==> config.mk <==
export PLATFORM = sky130hd
export DESIGN_NAME = uirq_top
export DESIGN_NICKNAME = d
export VERILOG_FILES = /design/src/rtl/uirq_pkg.sv /design/src/rtl/uirq_flag_sample.sv /design/src/rtl/uirq_brk_fsm.sv /design/src/rtl/uirq_mask_irq.sv /design/src/rtl/uirq_top.sv
export SDC_FILE = /design/constraint.sdc
export NUM_CORES = 1
export LEC_CHECK = 0
export BUFFER_PORTS_ARGS = -buffer_cell sky130_fd_sc_hd__clkbuf_2
export CORE_AREA = 2 2 39 41
export DETAILED_ROUTE_END_ITERATION = 8
export DIE_AREA = 0 0 41 43
export PLACE_DENSITY = 0.71
export SLEW_MARGIN = 20
export SYNTH_ARGS = -nofsm -noshare
export SYNTH_HDL_FRONTEND = slang
export SYNTH_SLANG_ARGS = --single-unit
==> constraint.sdc <==
create_clock -name clk -period 0.9 [get_ports clk]
set_input_delay 0.09 -clock clk [delete_from_list [all_inputs] [get_ports clk]]
set_output_delay 0.09 -clock clk [all_outputs]
set_load 0.05 [all_outputs]
==> src/rtl/uirq_pkg.sv <==
package uirq_pkg;
    localparam int STAT_W  = 8;
    localparam int BIT_TX  = 0;
    localparam int BIT_RX  = 1;
    localparam int BIT_BRK = 2;
    localparam int BIT_COS = 7;

    typedef enum logic [0:0] {
        BRK_IDLE = 1'b0,
        BRK_PEND = 1'b1
    } brk_state_t;
endpackage

==> src/rtl/uirq_flag_sample.sv <==
module uirq_flag_sample (
    input  logic clk,
    input  logic rst_n,
    input  logic tx_ready,
    input  logic rx_ready,
    input  logic rx_full,
    input  logic rx_src_full,
    output logic tx_bit,
    output logic rx_bit
);
    logic rx_src;

    always_comb begin
        rx_src = rx_src_full ? rx_full : rx_ready;
    end

    always_ff @(posedge clk) begin
        if (!rst_n) begin
            tx_bit <= 1'b0;
            rx_bit <= 1'b0;
        end else begin
            tx_bit <= tx_ready;
            rx_bit <= rx_src;
        end
    end

    AST_TX_FOLLOW: assert property (@(posedge clk) disable iff (!rst_n)
        1'b1 |=> tx_bit == $past(tx_ready));
    AST_RX_READY_SRC: assert property (@(posedge clk) disable iff (!rst_n)
        !rx_src_full |=> rx_bit == $past(rx_ready));
    AST_RX_FULL_SRC: assert property (@(posedge clk) disable iff (!rst_n)
        rx_src_full |=> rx_bit == $past(rx_full));
endmodule

==> src/rtl/uirq_brk_fsm.sv <==
module uirq_brk_fsm
    import uirq_pkg::*;
#(
    parameter int          CMD_W    = 3,
    parameter logic [CMD_W-1:0] CLR_CODE = 3'd5
) (
    input  logic             clk,
    input  logic             rst_n,
    input  logic             brk_event,
    input  logic             cmd_valid,
    input  logic [CMD_W-1:0] cmd_misc,
    output logic             brk_bit
);
    brk_state_t state_q, state_d;
    logic       clr_req;

    always_comb begin
        clr_req = cmd_valid && (cmd_misc == CLR_CODE);
    end

    always_comb begin
        state_d = state_q;
        unique case (state_q)
            BRK_IDLE: if (brk_event) state_d = BRK_PEND;
            BRK_PEND: if (clr_req && !brk_event) state_d = BRK_IDLE;
            default:  state_d = BRK_IDLE;
        endcase
    end

    always_ff @(posedge clk) begin
        if (!rst_n) state_q <= BRK_IDLE;
        else        state_q <= state_d;
    end

    always_comb begin
        brk_bit = (state_q == BRK_PEND);
    end

    AST_BRK_SET: assert property (@(posedge clk) disable iff (!rst_n)
        brk_event |=> brk_bit);
    AST_BRK_HOLD: assert property (@(posedge clk) disable iff (!rst_n)
        (brk_bit && !clr_req) |=> brk_bit);
    AST_BRK_CLEAR: assert property (@(posedge clk) disable iff (!rst_n)
        (clr_req && !brk_event) |=> !brk_bit);
endmodule

==> src/rtl/uirq_mask_irq.sv <==
module uirq_mask_irq #(
    parameter int DATA_W = 8
) (
    input  logic              clk,
    input  logic              rst_n,
    input  logic              mask_we,
    input  logic [DATA_W-1:0] mask_wdata,
    input  logic [DATA_W-1:0] status,
    output logic              irq
);
    logic [DATA_W-1:0] mask_q;
    logic              hit;

    always_comb begin
        hit = |(status & mask_q);
    end

    always_ff @(posedge clk) begin
        if (!rst_n) begin
            mask_q <= '0;
            irq    <= 1'b0;
        end else begin
            if (mask_we) mask_q <= mask_wdata;
            irq <= hit;
        end
    end

    AST_MASK_LOAD: assert property (@(posedge clk) disable iff (!rst_n)
        mask_we |=> mask_q == $past(mask_wdata));
    AST_MASK_HOLD: assert property (@(posedge clk) disable iff (!rst_n)
        !mask_we |=> $stable(mask_q));
    AST_IRQ_QUIET: assert property (@(posedge clk) disable iff (!rst_n)
        (mask_q == '0) |=> !irq);
endmodule

==> src/rtl/uirq_top.sv <==
module uirq_top
    import uirq_pkg::*;
#(
    parameter int             ADDR_W   = 6,
    parameter int             CMD_W    = 3,
    parameter logic [ADDR_W-1:0] STAT_OFS = 6'h14,
    parameter logic [CMD_W-1:0]  CLR_CODE = 3'd5
) (
    input  logic              clk,
    input  logic              rst_n,
    input  logic [ADDR_W-1:0] bus_addr,
    input  logic              bus_wr,
    input  logic              bus_rd,
    input  logic [STAT_W-1:0] bus_wdata,
    output logic [STAT_W-1:0] bus_rdata,
    input  logic              tx_ready,
    input  logic              rx_ready,
    input  logic              rx_full,
    input  logic              rx_src_full,
    input  logic              brk_event,
    input  logic              cmd_valid,
    input  logic [CMD_W-1:0]  cmd_misc,
    output logic              irq
);
    logic              tx_bit, rx_bit, brk_bit;
    logic              hit_ofs;
    logic [STAT_W-1:0] status;

    uirq_flag_sample u_flags (
        .clk         (clk),
        .rst_n       (rst_n),
        .tx_ready    (tx_ready),
        .rx_ready    (rx_ready),
        .rx_full     (rx_full),
        .rx_src_full (rx_src_full),
        .tx_bit      (tx_bit),
        .rx_bit      (rx_bit)
    );

    uirq_brk_fsm #(
        .CMD_W    (CMD_W),
        .CLR_CODE (CLR_CODE)
    ) u_brk (
        .clk       (clk),
        .rst_n     (rst_n),
        .brk_event (brk_event),
        .cmd_valid (cmd_valid),
        .cmd_misc  (cmd_misc),
        .brk_bit   (brk_bit)
    );

    always_comb begin
        status          = '0;
        status[BIT_TX]  = tx_bit;
        status[BIT_RX]  = rx_bit;
        status[BIT_BRK] = brk_bit;
        status[BIT_COS] = 1'b0;
        hit_ofs         = (bus_addr == STAT_OFS);
    end

    uirq_mask_irq #(
        .DATA_W (STAT_W)
    ) u_mask (
        .clk        (clk),
        .rst_n      (rst_n),
        .mask_we    (bus_wr && hit_ofs),
        .mask_wdata (bus_wdata),
        .status     (status),
        .irq        (irq)
    );

    always_comb begin
        bus_rdata = (bus_rd && hit_ofs) ? status : '0;
    end

    AST_IRQ_SOURCE: assert property (@(posedge clk) disable iff (!rst_n)
        irq |-> $past(tx_bit || rx_bit || brk_bit));
endmodule

Yosys cells after proc, flatten, opt, wreduce, memory -nomap -nowiden. Index checks and enable logic that the tools add are counted.

Bits of input ports: 27. Flip-flop bits (word level): 12. Logic and storage cells: 20.

Reduce and logical (&&, ||, !) cells: 6. Muxes and demuxes: 5. Bitwise gates (word level): 2. Equality and inequality tests: 2.

Operators by type and width (number): 3-bit by 8-bit AND with 8-bit output (1); 8-bit OR reduction (1); 6-bit by 5-bit == test with 1-bit output (second input constant) (1); 1-bit logical AND (4); 3-bit == test (second input constant) (1); 1-bit two-way mux (3); 3-bit two-way mux (1); 1-bit case mux with 2 select lines (1); 1-bit logical NOT (1); 1-bit NOT (1).

Longest topological paths before layout. Gate-level depths: netlist of run 1.

Word-level depth: 5. Gate-level depth with buffers: 4.

Modules after synthesis. From an unflattened synthesis of run 1, not the netlist that was laid out.

Cell total of the unflattened synthesis: 54. Area total of the unflattened synthesis: 558.0 µm².

Modules (own cells, without submodules): uirq_mask_irq (area an instance 344.1 µm², sequential area each 180.2 µm², times used 1, cells an instance 32); uirq_top (area an instance 105.1 µm², sequential area each 0.0 µm², times used 1, cells an instance 12); uirq_flag_sample (area an instance 62.6 µm², sequential area each 40.0 µm², times used 1, cells an instance 5); uirq_brk_fsm (area an instance 46.3 µm², sequential area each 20.0 µm², times used 1, cells an instance 5).

Worst setup path before layout of run 1. OpenSTA, ideal clock, no wires.

Kind: input to output. From: input port bus_addr[3]. To: output port bus_rdata[0]. Stages: 3. Setup slack: -0.153 ns. Arrival time: 0.963 ns. Path through: nor4b_2 and3_1 and2_1.

Cells in the longest elaborated chain, start to end: 3.

Ends and longest elaborated chain: start, declared (line uirq_top.sv:11) `input logic [ADDR_W-1:0] bus_addr,`; 6-bit by 5-bit == test with 1-bit output (line uirq_top.sv:58) `hit_ofs = (bus_addr == STAT_OFS);`; 1-bit logical AND (line uirq_top.sv:73) `bus_rdata = (bus_rd && hit_ofs) ? status : '0;`; 3-bit two-way mux (line uirq_top.sv:73); end, declared (line uirq_top.sv:15) `output logic [STAT_W-1:0] bus_rdata,`.

No other way between the ends.

Worst setup path in the final report of run 1.
From: input port bus_addr[0]. To: output port bus_rdata[1].

The elaborated chain is that of the path after synthesis.

==> impl_metrics.csv, run 1 <==
group,metric,value,unit
clocking,numCtsBuffers,3,
worst_setup_path,critPathMaxFanout,3,
routing,remaining_drc_errors,0,
clocking,cts.sinks,7,
worst_setup_path,arrival,0.97,ns
synth,ys.warnings.count,0,
sta,timing.final.crit_period,1.06,ns
power_and_ir_drop,peakVddDrop,0.794,mV
cells_and_area,drive_gt1_share,50.8,%
worst_setup_path,worst_path_largest_cell_delay,0.27,ns
floorplanning,fp.dieArea,1760,um2
min_path,holdPathEnd,"u_flags.tx_bit",
floorplanning,dieWidth,41,um
routing,wire_per_inst,9.85,um
grt,grt_antenna_before_repair,0,
placement,gp_congestion,0.706,
sta,setup-violations-final,3,
grt,grt_max_degree,11,
cells_and_area,layout.core_utilization,40.5,%
grt,globalRouteOverflowTotal,0,
worst_setup_path,path_delay_family,"simple AND/OR/NAND/NOR gates",
power_and_ir_drop,power_density,1320,nW/um2
worst_setup_path,reg2regPathDepth,2,
clocking,htree_depth,1,
sta,finalHoldViolCount,0,
cells_and_area,syn_to_final_growth,55.6,%
sta,final_min_period_over_clock_period,117,%
clocking,tritoncts,"built",
floorplanning,floorplan.initialDensity,26.0,%
placement,place_inst,77,
placement,count_of_input_and_output_buffers,25,
worst_setup_path,crit_path_slowest_cell,"nor4b_4",
floorplanning,ioPinCount,36,
floorplanning,die_y,43,um
grt,via_count_of_the_first_global_routing_pass,284,
floorplanning,core_region_area,1380,um2
worst_setup_path,critical_path_required,0.81,ns
sta,totalNegativeSetupSlack,-0.459,ns
worst_setup_path,r2r_start,"u_flags.rx_bit",
power_and_ir_drop,total_leakage_power,0.272,nW
worst_setup_path,class_of_the_most_critical_setup_path,"in -> out",
status,status,"finished, violations left",
floorplanning,row_count,14,
synth,synth-seq-area-share,38.9,%
sta,maximum_clock_frequency,948,MHz
sta,final.setup.worst_slack,-0.155,ns
status,failed_checks,"negative setup slack",
clocking,clock_tree_root_driver_cell,"clkbuf_4",
synth,synth.avg_cell_area,9.24,um2
routing,antenna_left,0,
cells_and_area,num-nets-final,93,
synth,synth.distinct_cells,14,
grt,groute.usage.overall,10.1,%
min_path,hold_path.startpoint,"tx_ready",
worst_setup_path,timing.critical_path.to_type,"output port",
worst_setup_path,timing.critical_path.cells,"buf_6 -> nor4b_4 -> and3_4 -> and2_4 -> buf_8",
worst_setup_path,worst_path_buffer_plus_inverter_count,2,
worst_setup_path,register_to_register_setup_slack,0.07,ns
job,cap_violations,0,
clocking,ctsHoldBuffers,0,
routing,via_count,343,
min_path,holdCritPathClass,"in -> reg",
cells_and_area,final-instance-count-excl-fill,81,
synth,ys_seq_elements,7,
routing,detail_route.iter0.violations,5,
worst_setup_path,critPathLaunchType,"input pin",
worst_setup_path,crit_start,"bus_addr[0]",
routing,routed_wl,798,um
clocking,clkLatencyLatePin,0.25,ns
cells_and_area,num_antenna_cells,0,
clocking,clk_transition_reported_paths,0.05,ns
min_path,whs_path_depth,2,
grt,grt_pass1_wl,1.08,mm
sta,unrepaired_setup_endpoints_after_global_routing,"yes",
routing,drt_pre_antenna_iters,4,
synth,post_synth_instance_area,360,um2
worst_setup_path,worst_r2r_endpoint,"u_mask.irq",
sta,finalMaxSlewViolations,0,
routing,post_drt_via_cell_ratio,4.23,
synth,synth_cells,39,
clocking,cts_max_path_bufs,2,
sta,clock_skew,0.00189,ns
-- cells in the mapped netlist --
| library cell | count | area (um2) |
|---|---|---|
| nor2b_1 | 4 | 25.0 |
| and2_1 | 4 | 25.0 |
| buf_4 | 5 | 37.5 |
| a222oi_1 | 1 | 10.0 |
| nand4b_1 | 1 | 8.76 |
| buf_6 | 1 | 11.3 |
| nor4b_2 | 1 | 15.0 |
| nand2_1 | 6 | 22.5 |
| conb_1 | 1 | 3.75 |
| mux2i_1 | 4 | 40.0 |
| dfxtp_1 | 7 | 140 |
| a21oi_1 | 1 | 5.00 |
| and3_1 | 2 | 12.5 |
| clkbuf_1 | 1 | 3.75 |
-- metrics by stage --
| stage | area (um2) | worst slack [ns] | hold slack (ns) | power [mW] |
|---|---|---|---|---|
| 5_1_grt | 561 | -0.224 | 0.0354 | 0.796 |
| 3_5_place_dp | 472 | -0.280 | 0.298 | 0.450 |
| 4_1_cts | 527 | -0.197 | 0.0298 | 0.748 |
| 3_3_place_gp | 472 | -0.232 | 0.299 | 0.448 |
| 6_report | 561 | -0.155 | 0.0401 | 0.742 |
| 2_1_floorplan | 379 | -0.0240 | 0.217 | 0.418 |
-- cell usage in the layout (no fill, tap or decap) --
cell      Yosys  final
clkbuf_2      0     19
dfxtp_1       7      7
nand2_1       6      6
conb_1        1      5
nor2b_1       4      4
mux2i_1       4      4
and2_4        0      3
clkbuf_4      0      3
buf_8         0      3
buf_6         1      2
nor4b_4       0      1
and3_4        0      1
nand4b_1      1      1
a21oi_1       1      1
and3_1        2      1
a222oi_1      1      1
and2_1        4      1
clkbuf_1      1      1
buf_4         5      1
-- repair_timing --
action	in CTS	in global routing
resized for setup	7	13
gates cloned	0	0
setup endpoints to repair	4	4
pin swaps	0	3
buffers inserted	0	0
-- report_power, final --
part           switching (mW)  total (mW)  leakage (nW)  internal, mW
logic                  0.0749       0.129         0.200        0.0544
registers             0.00706       0.327        0.0573         0.320
clock network           0.117       0.286        0.0150         0.169
-- registers in the layout (all words and copies together), names as in the netlist --
name and count:
u_mask.mask_q 3, u_mask.irq 1, u_brk.brk_bit 1, u_flags.tx_bit 1, u_flags.rx_bit 1
-- layer usage --
layer  wire [um]  vias to the layer above  global-route usage, %
li1            -                      170                      -
met1         294                      155                   7.40
met2         413                       18                   16.9
met3          90                        0                   7.85
met4           0                        0                   6.00
met5           0                        -                      0
-- worst max-delay path by stage --
stage	endpoint	slack (ns)	cells past startpoint
floorplan	bus_rdata[0]	-0.02	3
global placement	bus_rdata[1]	-0.23	5
detailed placement	bus_rdata[2]	-0.28	5
CTS	bus_rdata[2]	-0.20	5
global route	bus_rdata[1]	-0.22	5
finish	bus_rdata[1]	-0.16	5
-- cells by family (layout without fill, tap and decap cells) --
| group | count (synthesis) | after routing | synth area share, % |
|---|---|---|---|
| simple gates | 18 | 18 | 30.2 |
| buf+inv | 7 | 29 | 14.6 |
| flops | 7 | 7 | 38.9 |
| other cells | 1 | 5 | 1.04 |
| mux | 4 | 4 | 11.1 |
| compound gates | 2 | 2 | 4.17 |
-- layout make-up --
type	count	area, um2
multi-input combinational	29	204
fill	143	823
clock buffer	4	26.3
tap	16	20.0
sequential	7	140
timing repair buffer	25	170
Power figures use the tool's default switching activity.
==> run 2, diff against run 1 <==
BUFFER_PORTS_ARGS = -buffer_cell sky130_fd_sc_hd__buf_2   (was -buffer_cell sky130_fd_sc_hd__clkbuf_2)
PLACE_DENSITY = 0.69   (was 0.71)
clock period = 1 ns   (was 0.9 ns; I/O delays follow)
==> run 2 against run 1 <==
  * The run still ends with negative setup slack left
  * Cell area decreased by 0.45%
  * Worst hold slack improved by 0.019 ns
  * Setup slack improved by 0.090 ns
  * Sequential share of layout area increased by 0.11 points
  * Total power decreased by 11%
  * Flip-flop and latch count unchanged
  * Via count decreased by 6.1%
  * First-iteration DRC count decreased by 80%
  * Combinational power decreased by 10%
  * Sequential power decreased by 10%
  * Clock skew increased by 0.00070 ns
  * Critical path type unchanged
  * Critical endpoint is now bus_rdata[2]
==> impl_metrics.csv, run 2 (synthesized netlist as in run 1, its figures left out) <==
group,metric,value,unit
power_and_ir_drop,power_density,1190,nW/um2
worst_setup_path,arrival,0.96,ns
worst_setup_path,critical_path_required,0.90,ns
clocking,ctsHoldBuffers,0,
routing,detail_route.iter0.violations,1,
status,status,"finished, violations left",
clocking,clkLatencyLatePin,0.25,ns
worst_setup_path,timing.critical_path.to_type,"output port",
status,failed_checks,"negative setup slack",
cells_and_area,final-instance-count-excl-fill,81,
power_and_ir_drop,total_leakage_power,0.268,nW
grt,via_count_of_the_first_global_routing_pass,282,
floorplanning,row_count,14,
worst_setup_path,r2r_start,"u_flags.rx_bit",
cells_and_area,largest_register_ffs,3,
routing,via_count,322,
clocking,cts_max_path_bufs,2,
clocking,tritoncts,"built",
cells_and_area,num-nets-final,93,
floorplanning,core_region_area,1380,um2
placement,place_inst,77,
min_path,whs_path_depth,2,
routing,drt_pre_antenna_iters,4,
grt,groute.usage.overall,8.85,%
worst_setup_path,worst_r2r_endpoint,"u_mask.irq",
sta,clock_skew,0.00258,ns
floorplanning,fp.dieArea,1760,um2
sta,finalHoldViolCount,0,
cells_and_area,layout.cells.most_common_list,"buf_2 (20), dfxtp_1 (7), nand2_1 (6), conb_1 (5)",
placement,gp_congestion,0.630,
sta,final.setup.worst_slack,-0.0650,ns
worst_setup_path,register_to_register_setup_slack,0.18,ns
grt,globalRouteOverflowTotal,0,
worst_setup_path,critPathMaxFanout,3,
min_path,holdPathEnd,"u_flags.tx_bit",
floorplanning,die_y,43,um
sta,setup-violations-final,3,
routing,post_drt_via_cell_ratio,3.98,
power_and_ir_drop,peakVddDrop,0.506,mV
cells_and_area,syn_to_final_growth,54.9,%
clocking,cts.sinks,7,
min_path,hold_path.startpoint,"tx_ready",
clocking,cts_post_setup_buffers_inserted,0,
floorplanning,floorplan.initialDensity,26.0,%
cells_and_area,num_antenna_cells,0,
floorplanning,dieWidth,41,um
grt,grt_max_degree,11,
placement,count_of_input_and_output_buffers,25,
sta,timing.final.crit_period,1.06,ns
worst_setup_path,reg2regPathDepth,2,
routing,remaining_drc_errors,0,
grt,grt_antenna_before_repair,0,
sta,finalMaxSlewViolations,0,
placement,preCtsSetupSlack,-0.194,ns
sta,final_min_period_over_clock_period,106,%
routing,antenna_left,0,
clocking,clk_transition_reported_paths,0.05,ns
sta,unrepaired_setup_endpoints_after_global_routing,"yes",
routing,wire_per_inst,9.51,um
cells_and_area,final_common_cell,"buf_2",
cells_and_area,top_register,"u_mask.mask_q",
min_path,holdCritPathClass,"in -> reg",
worst_setup_path,critPathLaunchType,"input pin",
job,cap_violations,0,
clocking,clock_tree_root_driver_cell,"clkbuf_4",
cells_and_area,drive_gt1_share,50.8,%
clocking,numCtsBuffers,3,
power_and_ir_drop,power.total,0.662,mW
worst_setup_path,class_of_the_most_critical_setup_path,"in -> out",
routing,routed_wl,770,um
worst_setup_path,crit_start,"bus_addr[0]",
clocking,htree_depth,1,
grt,grt_pass1_wl,1.01,mm
sta,maximum_clock_frequency,939,MHz
floorplanning,ioPinCount,36,
## run 2: changes by cell type in the layout (fill, tap and decap cells not counted), sizes merged
cell | before | now
clkbuf | 23 | 4
buf | 6 | 25
## run 2: what timing repair did
item | CTS | global route
gates resized for setup | 16 | 0
setup endpoints to repair | 3 | 3
pin swaps | 5 | 1
## run 2: layout make-up
cell class | count | area [um2]
Timing Repair Buffer | 25 | 168
Sequential cell | 7 | 140
Multi-Input combinational cell | 29 | 204
Clock buffer | 4 | 26.3
Tap cell | 16 | 20.0
Fill cell | 146 | 826
## run 2: worst max-delay path by stage
stage                     cells past startpoint  slack [ns]           end
after floorplan                               3        0.06  bus_rdata[0]
after global placement                        5       -0.15  bus_rdata[2]
after detailed placement                      5       -0.19  bus_rdata[2]
after CTS                                     5       -0.08  bus_rdata[2]
after global routing                          5       -0.12  bus_rdata[0]
final                                         5       -0.06  bus_rdata[2]
## run 2: through the flow
step / setup TNS, ns / util [%] / hold slack [ns] / area [um2]
after global routing: -0.353 / 40.3 / 0.0722 / 558
after detailed placement: -0.694 / 34.1 / 0.311 / 472
after CTS: -0.229 / 40.3 / 0.0511 / 558
final: -0.192 / 40.3 / 0.0591 / 558
after global placement: -0.517 / 34.1 / 0.312 / 472
after floorplan: 0 / - / 0.227 / 379
## run 2: worst max-delay path, stage by stage
cell and delay [ns]:
buf_6 0.10, nor4b_4 0.26, and3_4 0.23, and2_4 0.14, buf_8 0.14
## run 2: where the power goes
| part | internal (mW) | switching, mW |
|---|---|---|
| clock network | 0.152 | 0.100 |
| logic | 0.0486 | 0.0670 |
| registers | 0.288 | 0.00609 |
| total | 0.488 | 0.173 |
## run 2: layer usage
metal	vias up	GRT usage, %	routed length [um]
met2	17	14.4	392
met5	-	0	0
li1	171	-	-
met4	0	8.00	0
met3	0	3.14	88
met1	134	7.77	289
